--- config.mk ---
export PLATFORM = sky130hd
export DESIGN_NAME = snoop_cache_ctrl
export DESIGN_NICKNAME = d
export VERILOG_FILES = /design/src/rtl/snc_pkg.sv /design/src/rtl/snc_line_store.sv /design/src/rtl/snc_tag_match.sv /design/src/rtl/snoop_cache_ctrl.sv
export SDC_FILE = /design/constraint.sdc
export NUM_CORES = 1
export LEC_CHECK = 0
export ABC_AREA = 1
export ABC_CLOCK_PERIOD_IN_PS = 5900
export BUFFER_PORTS_ARGS = -buffer_cell sky130_fd_sc_hd__buf_2
export CAP_MARGIN = 20
export CORE_MARGIN = 8
export CORE_UTILIZATION = 25
export DETAILED_ROUTE_END_ITERATION = 8
export PLACE_DENSITY = 0.5
export SYNTH_ARGS = -nofsm -noshare
export SYNTH_HDL_FRONTEND = slang
export SYNTH_SLANG_ARGS = --single-unit
--- constraint.sdc ---
create_clock -name clk -period 5.9 [get_ports clk]
set_input_delay 0.59 -clock clk [delete_from_list [all_inputs] [get_ports clk]]
set_output_delay 0.59 -clock clk [all_outputs]
set_load 0.01 [all_outputs]
--- src/rtl/snc_pkg.sv ---
package snc_pkg;
    typedef enum logic [1:0] {
        LS_INV = 2'd0,
        LS_SHR = 2'd1,
        LS_EXC = 2'd2
    } line_st_t;

    typedef enum logic [1:0] {
        BC_NONE   = 2'd0,
        BC_RDMISS = 2'd1,
        BC_WRMISS = 2'd2,
        BC_WBACK  = 2'd3
    } bus_cmd_t;

    typedef enum logic [2:0] {
        ST_IDLE,
        ST_REQ,
        ST_WB,
        ST_MISS,
        ST_FILL
    } ctl_st_t;
endpackage

--- src/rtl/snc_line_store.sv ---
module snc_line_store
    import snc_pkg::*;
#(
    parameter int INDEX_W = 4,
    parameter int TAG_W   = 6,
    parameter int DATA_W  = 32
) (
    input  logic               clk,
    input  logic               rst_n,
    input  logic [INDEX_W-1:0] a_idx,
    output line_st_t           a_st,
    output logic [TAG_W-1:0]   a_tag,
    output logic [DATA_W-1:0]  a_data,
    input  logic [INDEX_W-1:0] b_idx,
    output line_st_t           b_st,
    output logic [TAG_W-1:0]   b_tag,
    output logic [DATA_W-1:0]  b_data,
    input  logic               fill_en,
    input  logic [INDEX_W-1:0] fill_idx,
    input  line_st_t           fill_st,
    input  logic [TAG_W-1:0]   fill_tag,
    input  logic [DATA_W-1:0]  fill_data,
    input  logic               snp_en,
    input  logic [INDEX_W-1:0] snp_idx,
    input  line_st_t           snp_st
);
    localparam int LINES = 1 << INDEX_W;

    line_st_t          st_q   [LINES];
    logic [TAG_W-1:0]  tag_q  [LINES];
    logic [DATA_W-1:0] data_q [LINES];

    // Coherence state: the only array that needs a reset value.
    always_ff @(posedge clk or negedge rst_n) begin
        if (!rst_n) begin
            for (int i = 0; i < LINES; i++) st_q[i] <= LS_INV;
        end else begin
            if (fill_en) st_q[fill_idx] <= fill_st;
            if (snp_en)  st_q[snp_idx]  <= snp_st;
        end
    end

    always_ff @(posedge clk) begin
        if (fill_en) begin
            tag_q[fill_idx]  <= fill_tag;
            data_q[fill_idx] <= fill_data;
        end
    end

    assign a_st   = st_q[a_idx];
    assign a_tag  = tag_q[a_idx];
    assign a_data = data_q[a_idx];
    assign b_st   = st_q[b_idx];
    assign b_tag  = tag_q[b_idx];
    assign b_data = data_q[b_idx];
endmodule

--- src/rtl/snc_tag_match.sv ---
module snc_tag_match
    import snc_pkg::*;
#(
    parameter int TAG_W = 6
) (
    input  line_st_t         st,
    input  logic [TAG_W-1:0] line_tag,
    input  logic [TAG_W-1:0] req_tag,
    output logic             hit,
    output logic             excl
);
    assign hit  = (st != LS_INV) && (line_tag == req_tag);
    assign excl = (st == LS_EXC);
endmodule

--- src/rtl/snoop_cache_ctrl.sv ---
module snoop_cache_ctrl
    import snc_pkg::*;
#(
    parameter int ADDR_W  = 10,
    parameter int DATA_W  = 32,
    parameter int INDEX_W = 4
) (
    input  logic              clk,
    input  logic              rst_n,
    input  logic              cpu_req,
    input  logic              cpu_we,
    input  logic [ADDR_W-1:0] cpu_addr,
    input  logic [DATA_W-1:0] cpu_wdata,
    output logic [DATA_W-1:0] cpu_rdata,
    output logic              cpu_ready,
    output logic              bus_req,
    input  logic              bus_gnt,
    output logic [1:0]        bus_cmd_o,
    output logic [ADDR_W-1:0] bus_addr_o,
    output logic [DATA_W-1:0] bus_data_o,
    input  logic              fill_valid_i,
    input  logic [DATA_W-1:0] fill_data_i,
    input  logic [1:0]        snp_cmd_i,
    input  logic [ADDR_W-1:0] snp_addr_i,
    output logic              snp_supply_o,
    output logic [DATA_W-1:0] snp_data_o
);
    localparam int TAG_W = ADDR_W - INDEX_W;
    localparam int PORTS = 2;  // 0: processor lookup, 1: snoop lookup

    ctl_st_t state_q, state_d;

    logic [INDEX_W-1:0] lk_idx  [PORTS];
    logic [TAG_W-1:0]   lk_req  [PORTS];
    line_st_t           lk_st   [PORTS];
    logic [TAG_W-1:0]   lk_tag  [PORTS];
    logic [DATA_W-1:0]  lk_data [PORTS];
    logic [PORTS-1:0]   lk_hit, lk_excl;

    assign lk_idx[0] = cpu_addr[INDEX_W-1:0];
    assign lk_req[0] = cpu_addr[ADDR_W-1:INDEX_W];
    assign lk_idx[1] = snp_addr_i[INDEX_W-1:0];
    assign lk_req[1] = snp_addr_i[ADDR_W-1:INDEX_W];

    // Line store write controls
    logic               fill_en, snp_en;
    line_st_t           fill_st, snp_st;
    logic [DATA_W-1:0]  fill_word;

    snc_line_store #(.INDEX_W(INDEX_W), .TAG_W(TAG_W), .DATA_W(DATA_W)) u_store (
        .clk      (clk),
        .rst_n    (rst_n),
        .a_idx    (lk_idx[0]),
        .a_st     (lk_st[0]),
        .a_tag    (lk_tag[0]),
        .a_data   (lk_data[0]),
        .b_idx    (lk_idx[1]),
        .b_st     (lk_st[1]),
        .b_tag    (lk_tag[1]),
        .b_data   (lk_data[1]),
        .fill_en  (fill_en),
        .fill_idx (lk_idx[0]),
        .fill_st  (fill_st),
        .fill_tag (lk_req[0]),
        .fill_data(fill_word),
        .snp_en   (snp_en),
        .snp_idx  (lk_idx[1]),
        .snp_st   (snp_st)
    );

    for (genvar g = 0; g < PORTS; g++) begin : g_match
        snc_tag_match #(.TAG_W(TAG_W)) u_match (
            .st      (lk_st[g]),
            .line_tag(lk_tag[g]),
            .req_tag (lk_req[g]),
            .hit     (lk_hit[g]),
            .excl    (lk_excl[g])
        );
    end

    // Snoop decode: only while another cache may own the bus
    bus_cmd_t snp_cmd;
    logic     snp_seen, snp_flush;
    assign snp_cmd   = bus_cmd_t'(snp_cmd_i);
    assign snp_seen  = (state_q == ST_IDLE || state_q == ST_REQ) && (snp_cmd != BC_NONE);
    assign snp_flush = snp_seen && lk_hit[1] && lk_excl[1] &&
                       (snp_cmd == BC_RDMISS || snp_cmd == BC_WRMISS);
    assign snp_en    = snp_seen && lk_hit[1] &&
                       ((snp_cmd == BC_RDMISS && lk_excl[1]) || snp_cmd == BC_WRMISS);
    assign snp_st    = (snp_cmd == BC_RDMISS) ? LS_SHR : LS_INV;

    // Processor side decode
    logic cpu_go, local_done, upgrade_done, fill_done;
    assign cpu_go       = (state_q == ST_IDLE) && cpu_req && !snp_seen;
    assign local_done   = cpu_go && lk_hit[0] && (!cpu_we || lk_excl[0]);
    assign upgrade_done = (state_q == ST_MISS) && bus_gnt && lk_hit[0];
    assign fill_done    = (state_q == ST_FILL) && fill_valid_i;

    assign fill_en   = fill_done || upgrade_done || (local_done && cpu_we);
    assign fill_st   = cpu_we ? LS_EXC : LS_SHR;
    assign fill_word = cpu_we ? cpu_wdata : fill_data_i;

    // Next state
    always_comb begin
        state_d = state_q;
        unique case (state_q)
            ST_IDLE: if (cpu_go && !local_done) state_d = ST_REQ;
            ST_REQ: begin
                if (snp_seen)     state_d = ST_IDLE;
                else if (bus_gnt) state_d = (!lk_hit[0] && lk_excl[0]) ? ST_WB : ST_MISS;
            end
            ST_WB:   if (bus_gnt) state_d = ST_MISS;
            ST_MISS: if (bus_gnt) state_d = lk_hit[0] ? ST_IDLE : ST_FILL;
            ST_FILL: if (fill_valid_i) state_d = ST_IDLE;
            default: state_d = ST_IDLE;
        endcase
    end

    always_ff @(posedge clk or negedge rst_n) begin
        if (!rst_n) state_q <= ST_IDLE;
        else        state_q <= state_d;
    end

    // Bus outputs
    always_comb begin
        bus_req    = (state_q != ST_IDLE);
        bus_cmd_o  = BC_NONE;
        bus_addr_o = cpu_addr;
        bus_data_o = cpu_wdata;
        unique case (state_q)
            ST_WB: if (bus_gnt) begin
                bus_cmd_o  = BC_WBACK;
                bus_addr_o = {lk_tag[0], lk_idx[0]};
                bus_data_o = lk_data[0];
            end
            ST_MISS: if (bus_gnt) bus_cmd_o = cpu_we ? BC_WRMISS : BC_RDMISS;
            default: ;
        endcase
    end

    // Registered responses
    always_ff @(posedge clk or negedge rst_n) begin
        if (!rst_n) begin
            cpu_ready    <= 1'b0;
            cpu_rdata    <= '0;
            snp_supply_o <= 1'b0;
            snp_data_o   <= '0;
        end else begin
            cpu_ready    <= local_done || upgrade_done || fill_done;
            if (local_done && !cpu_we)     cpu_rdata <= lk_data[0];
            else if (fill_done && !cpu_we) cpu_rdata <= fill_data_i;
            snp_supply_o <= snp_flush;
            if (snp_flush) snp_data_o <= lk_data[1];
        end
    end
endmodule

==> results.ini, run 1 <==
[sta]
setup_viol = 0
relSlewSlack_pct = 22.5
slew_violations = 0
tightest_slew_ps = 1160
clock_skew_ps = 35.7
min_period_over_period_pct = 76.6
finalCriticalPeriod_ps = 4520
rsz0062_at_grt = false
hold_viol_final = 0
timing.fmax_mhz = 221
setup_tns_ps = 0

[synthesis]
synth_ff_type = edfxtp_1
avgSynthCellArea_sq_um = 10.2
syn_area_sq_um = 34000
synthArstFlopShare_pct = 14.2
synth_compound_area_share_pct = 16.6
synth_cells = 3333
ys_types = 38
synth_edf_count = 608
ys_ff_latch = 709
yosys.area_share.adder_pct = 0.110
netlist.top_cell.by_area = edfxtp_1
synthMuxAreaShare_pct = 0.0331
synth_top_area_share_pct = 53.7
synthTopCellsByArea = edfxtp_1 (54%), nand2_1 (11%), dfrtp_1 (7.4%)
synth-xor-area-share_pct = 0
syn_nets = 3428
yosysWarnings = 0
synth_top_family_by_area = compound AO/OA/AOI/OAI gates
synth-simple-area-share_pct = 15.0
seq_area_frac_synth_pct = 61.2

[global_routing]
antenna_found_initial = 12
busiest_layer = met2
grt_pass1_vias = 27000
grt_util_met3_pct = 4.41
grt_overflow = 0
grt_pass1_wl_um = 189000
grt_max_degree = 131
globalRouteMet1Util_pct = 24.0
gr-usage-all-layers_pct = 17.1
use_met2_pct = 25.7

[route]
antenna_left = 0
drt_iter0_drc = 2968
vias = 27600
drc_errors = 0
wl_per_cell_um = 24.6
viasPerCell = 5.15
dr.pass1.iters = 8
wirelength_um = 132000

[setup_path]
critical_path_class = in2out
path_delay_family = buffers and inverters
r2r_setup_slack_ps = 2150
cp-start-kind = primary input
cp_slowest_stage_delay_ps = 810
end_kind = output port
worstPathBufferInverterCount = 6
crit_slowest_cell = a221oi_1
arrival_ps = 3930
path_cells = buf_2 -> inv_2 -> buf_4 -> nor2_4 -> buf_4 -> buf_4 -> a22oi_1 -> o221ai_1 -> nand2_1 -> nand2_1 -> a221oi_1 -> o21ai_0 -> buf_2
required_ps = 5310
critPathMaxFanout = 38
path_common_cell = buf_4

[cells_and_area]
drive_above_1_share_pct = 13.8
area_growth_pct = 17.8
final_cells = 5351
finalNetCount = 3596

[cts]
cts_buffers = 83
cts_sinks = 709
cts_tree = built
root_buffer = clkbuf_16
post_cts_resized = 0
clk_path_buf_depth = 3
clock_latency_ps = 660
htree_levels = 3
clkTransAtPathRegs_ps = 60
post-cts-setup-buffer-count = 0

[place]
dp_cells = 5196
routabilityCongestion = 0.867
hpwlAfterDp_um = 81100
port_buffers = 202

[floorplan]
coreArea_sq_um = 135000
initial_core_util_pct = 25.1
die-area_sq_um = 148000
rows = 135
ios = 203
die_w_um = 385
die_h_um = 385

[job]
drv_cap = 0

[power_and_ir_drop]
peakVddDrop_mv = 0.172
power.density_nw_per_um2 = 317
cellLeakagePower_nw = 15.8

[worst_hold_path]
hold_class = in2reg

[run_status]
status = finished, final reports clean

[cells in the mapped netlist (all sizes together), types with 3 or more instances]
| cell | count |
|---|---|
| a22oi | 290 |
| a21boi | 11 |
| dfrtp | 101 |
| edfxtp | 608 |
| nor2 | 105 |
| clkbuf | 153 |
| o311ai | 15 |
| a221oi | 17 |
| o21ai | 125 |
| ha | 3 |
| a21oi | 30 |
| nor3 | 3 |
| clkinv | 5 |
| inv | 362 |
| buf | 72 |
| nand4 | 57 |
| nand2 | 1034 |
| o21bai | 9 |
| o221ai | 256 |
| nand3 | 73 |
[cell usage in the layout, fill, tap and decap left out, types with 3 or more instances in the layout]
cell       instances
inv_6              6
o21ai_0           90
o311ai_0           6
inv_2             16
clkinv_1          14
nor2_4            20
bufinv_16         10
nand3_1           72
clkbuf_16         85
a21oi_1           30
inv_1            344
nor2_2             5
nand4_1           56
buf_4             96
buf_2            200
inv_4              3
o311ai_1           9
nor2_1            79
clkinv_2          23
nand2_1         1027
a21boi_1          11
a221oi_1          17
dfrtp_1          101
nand2_2            4
o21bai_1           8
o21ai_1           35
edfxtp_1         608
buf_12            10
clkbuf_1          13
o221ai_1         256
ha_1               3
a22oi_1          290
nand2_4            3
[metrics by stage]
stage          hold WS, ps  power (mW)  worst slack, ps  utilization, %  instance area, sq um
6_report               233        12.7             1380            29.6                 40000
3_5_place_dp           479        7.52             1080            27.6                 37300
4_1_cts                198        12.8             1350            29.6                 40000
5_1_grt                240        13.1             1130            29.6                 40000
3_3_place_gp           472        7.52             1120            27.6                 37300
2_1_floorplan          294        6.74              537               -                 34000
[state kept, by name, summed over array words and instances, names as in the netlist]
signal,flops
u_store.data_q,512
u_store.tag_q,96
cpu_rdata,32
snp_data_o,32
u_store.st_q,32
state_q,3
cpu_ready,1
snp_supply_o,1
[path summary, 6_finish.rpt]
path                                           from                     end  cells past startpoint
worst min-delay path                fill_data_i[12]           cpu_rdata[12]                      3
worst max register to register  u_store.tag_q[7][4]  u_store.data_q[15][19]                     16
min in group asynchronous                     rst_n            snp_supply_o                      2
worst max-delay path                    cpu_addr[0]          bus_data_o[20]                     13
max in group asynchronous                     rst_n            cpu_rdata[7]                      3
worst min register to register       snp_data_o[28]          snp_data_o[28]                      2
[kinds of logic after synthesis]
family                   Yosys count
flip-flops                       709
adder cells (fa/ha/maj)            3
buffers and inverters            592
AND/OR/NAND/NOR                 1274
AO/OA/AOI/OAI                    754
multiplexers                       1
[final cells by class]
cell class              count  area (sq um)
clock inverters            52           527
flip-flops and latches    709         20800
repair buffers            308          1940
fillers                 14000         95100
clock buffers             100          2200
diodes                      2          5.00
inverters                 367          1390
well taps                1781          2230
multi-input cells        2032         10900
[routing by layer]
| metal | vias to the layer above | share of wire [%] |
|---|---|---|
| li1 | 12300 | - |
| met1 | 13600 | 44 |
| met2 | 1421 | 43 |
| met3 | 211 | 9.9 |
| met4 | 4 | 2.7 |
| met5 | - | 0.014 |
[report_power, final]
part           leakage (nW)  switching [mW]  internal [mW]
sequential             6.78           0.133           5.64
combinational          7.63            1.15          0.498
clock                  1.35            2.14           3.10
total                  15.8            3.43           9.24
[worst min-delay path, cell delays in order]
cell and delay, ps:
buf_2 100, inv_1 60, o311ai_1 90
[timing repair]
item | in CTS | in global routing
hold buffers | 1 | 0
endpoints found under the setup margin | 0 | 0
endpoints found under the hold margin | 24 | 0
Note: power is estimated with default switching activity, not from simulation.
==> run 2: changes to the inputs <==
Settings changed: ABC_CLOCK_PERIOD_IN_PS 5900 to 4600.
Clock period 5.9 ns to 4.6 ns, I/O delays scaled along.
==> run 2 against run 1 <==
Against the previous run:
- wire length is 1.3% higher
- power is 29% higher
- non-clock buffer count is 23 higher
- via count is 1.0% higher
- global-route usage is 0.22 points higher
- register-to-register slack worse by 770 ps
- sequential share of layout area is 0.55 points lower
- critical path type unchanged
==> results.ini, run 2 (synthesis gave the netlist of run 1 again) <==
[cells_and_area]
top_register = u_store.data_q
area_growth_pct = 19.0
largest_register_ff_count = 512
final_common_cell = nand2_1
drive_above_1_share_pct = 14.2
top_regs = u_store.data_q x512, u_store.tag_q x96
finalNetCount = 3619
layout_common_cells = nand2_1 (1027), edfxtp_1 (608), inv_1 (344)

[job]
drv_cap = 0

[setup_path]
crit_slowest_cell = a221oi_1
critPathMaxFanout = 47
arrival_ps = 3240
required_ps = 4140
cp-start-kind = primary input
critical_path_class = in2out
r2r_setup_slack_ps = 1380
cp_slowest_stage_delay_ps = 770
end_kind = output port
path_cells = buf_2 -> buf_12 -> nor2_1 -> buf_4 -> inv_4 -> buf_12 -> o221ai_1 -> nand2_1 -> nand2_1 -> a221oi_1 -> o21ai_0 -> buf_2

[run_status]
status = finished, final reports clean

[floorplan]
ios = 203
die_h_um = 385
die_w_um = 385
rows = 135
coreArea_sq_um = 135000
die-area_sq_um = 148000
initial_core_util_pct = 25.1

[sta]
min_period_over_period_pct = 80.5
rsz0062_at_grt = false
clock_skew_ps = 39.7
relSlewSlack_pct = 30.0
setup_tns_ps = 0
hold_viol_final = 0
tightest_slew_ps = 1040
finalCriticalPeriod_ps = 3700
setup_viol = 0
slew_violations = 0
timing.fmax_mhz = 270
fin_hold_ws_ps = 111

[route]
wl_met3_um = 11800
viasPerCell = 5.18
wl_met2_um = 58400
dr.pass1.iters = 9
drc_errors = 0
vias = 27800
wl_met1_um = 59300
wl_per_cell_um = 24.8
drt_iter0_drc = 3008
top_layer = met5
antenna_left = 0
wirelength_um = 133000

[cts]
cts_sinks = 709
clk_path_buf_depth = 3
post_cts_resized = 0
clock_latency_ps = 670
clkTransAtPathRegs_ps = 60
htree_levels = 3
root_buffer = clkbuf_16
cts_buffers = 83
cts_tree = built

[worst_hold_path]
hold_class = in2reg

[global_routing]
grt_max_degree = 131
grt_overflow = 0
grt_pass1_vias = 27400
gr-usage-all-layers_pct = 17.3
antenna_found_initial = 7
grt_pass1_wl_um = 191000

[place]
routabilityCongestion = 0.876
hpwlAfterDp_um = 79200
port_buffers = 202

[power_and_ir_drop]
power.density_nw_per_um2 = 403
cellLeakagePower_nw = 16.0
peakVddDrop_mv = 0.226
total_power_mw = 16.3

[run 2: cell count changes in the layout (fill, tap and decap cells not counted), sizes merged]
cell,previous run,this run
buf,307,330
clkinvlp,2,4
clkbuf,100,109
clkinv,37,29
inv,370,371
[run 2: layout make-up]
class | count | area, sq um
timing repair buffer | 331 | 2340
antenna | 2 | 5.00
clock inverter | 47 | 523
multi-input combinational | 2032 | 10900
clock buffer | 109 | 2240
tap | 1781 | 2230
fill | 13900 | 94700
inverter | 367 | 1390
sequential | 709 | 20800
[run 2: where the power goes]
part | internal, mW | leakage [nW] | switching [mW]
clock network | 4.00 | 1.34 | 2.79
registers | 7.23 | 6.78 | 0.156
logic | 0.664 | 7.83 | 1.46
[run 2: routing by layer]
metal  GRT usage, %  vias to the layer above
met5              0                        -
met4           5.39                        4
met3           3.77                      227
met2           26.7                     1339
met1           24.2                    13900
li1               -                    12400
[run 2: through the flow]
step / setup WS (ps) / cells / area (sq um) / util [%]
2_1_floorplan: 377 / 3333 / 34000 / -
3_3_place_gp: 804 / 5217 / 37600 / 27.9
3_5_place_dp: 751 / 5218 / 37600 / 27.9
4_1_cts: 929 / 5375 / 40400 / 29.9
5_1_grt: 678 / 5376 / 40400 / 29.9
6_report: 899 / 5378 / 40400 / 29.9
[run 2: worst paths after layout]
| check | end | cells after the start | start |
|---|---|---|---|
| max | bus_data_o[22] | 12 | cpu_addr[0] |
| min | cpu_rdata[27] | 3 | fill_data_i[27] |
| max reg2reg | u_store.data_q[12][9] | 18 | u_store.st_q[7] |
| min reg2reg | snp_data_o[0] | 2 | snp_data_o[0] |
| max in group asynchronous | snp_data_o[7] | 3 | rst_n |
| min in group asynchronous | snp_supply_o | 2 | rst_n |
[run 2: what timing repair did]
item,CTS,global route
hold buffers,1,0
hold endpoints to repair,72,0
buffers inserted,0,0
[run 2: worst max-delay path, delay by kind of cell]
kind,cells,cell delay [ps]
buf+inv,6,1320
compound gates,3,1090
simple gates,3,280
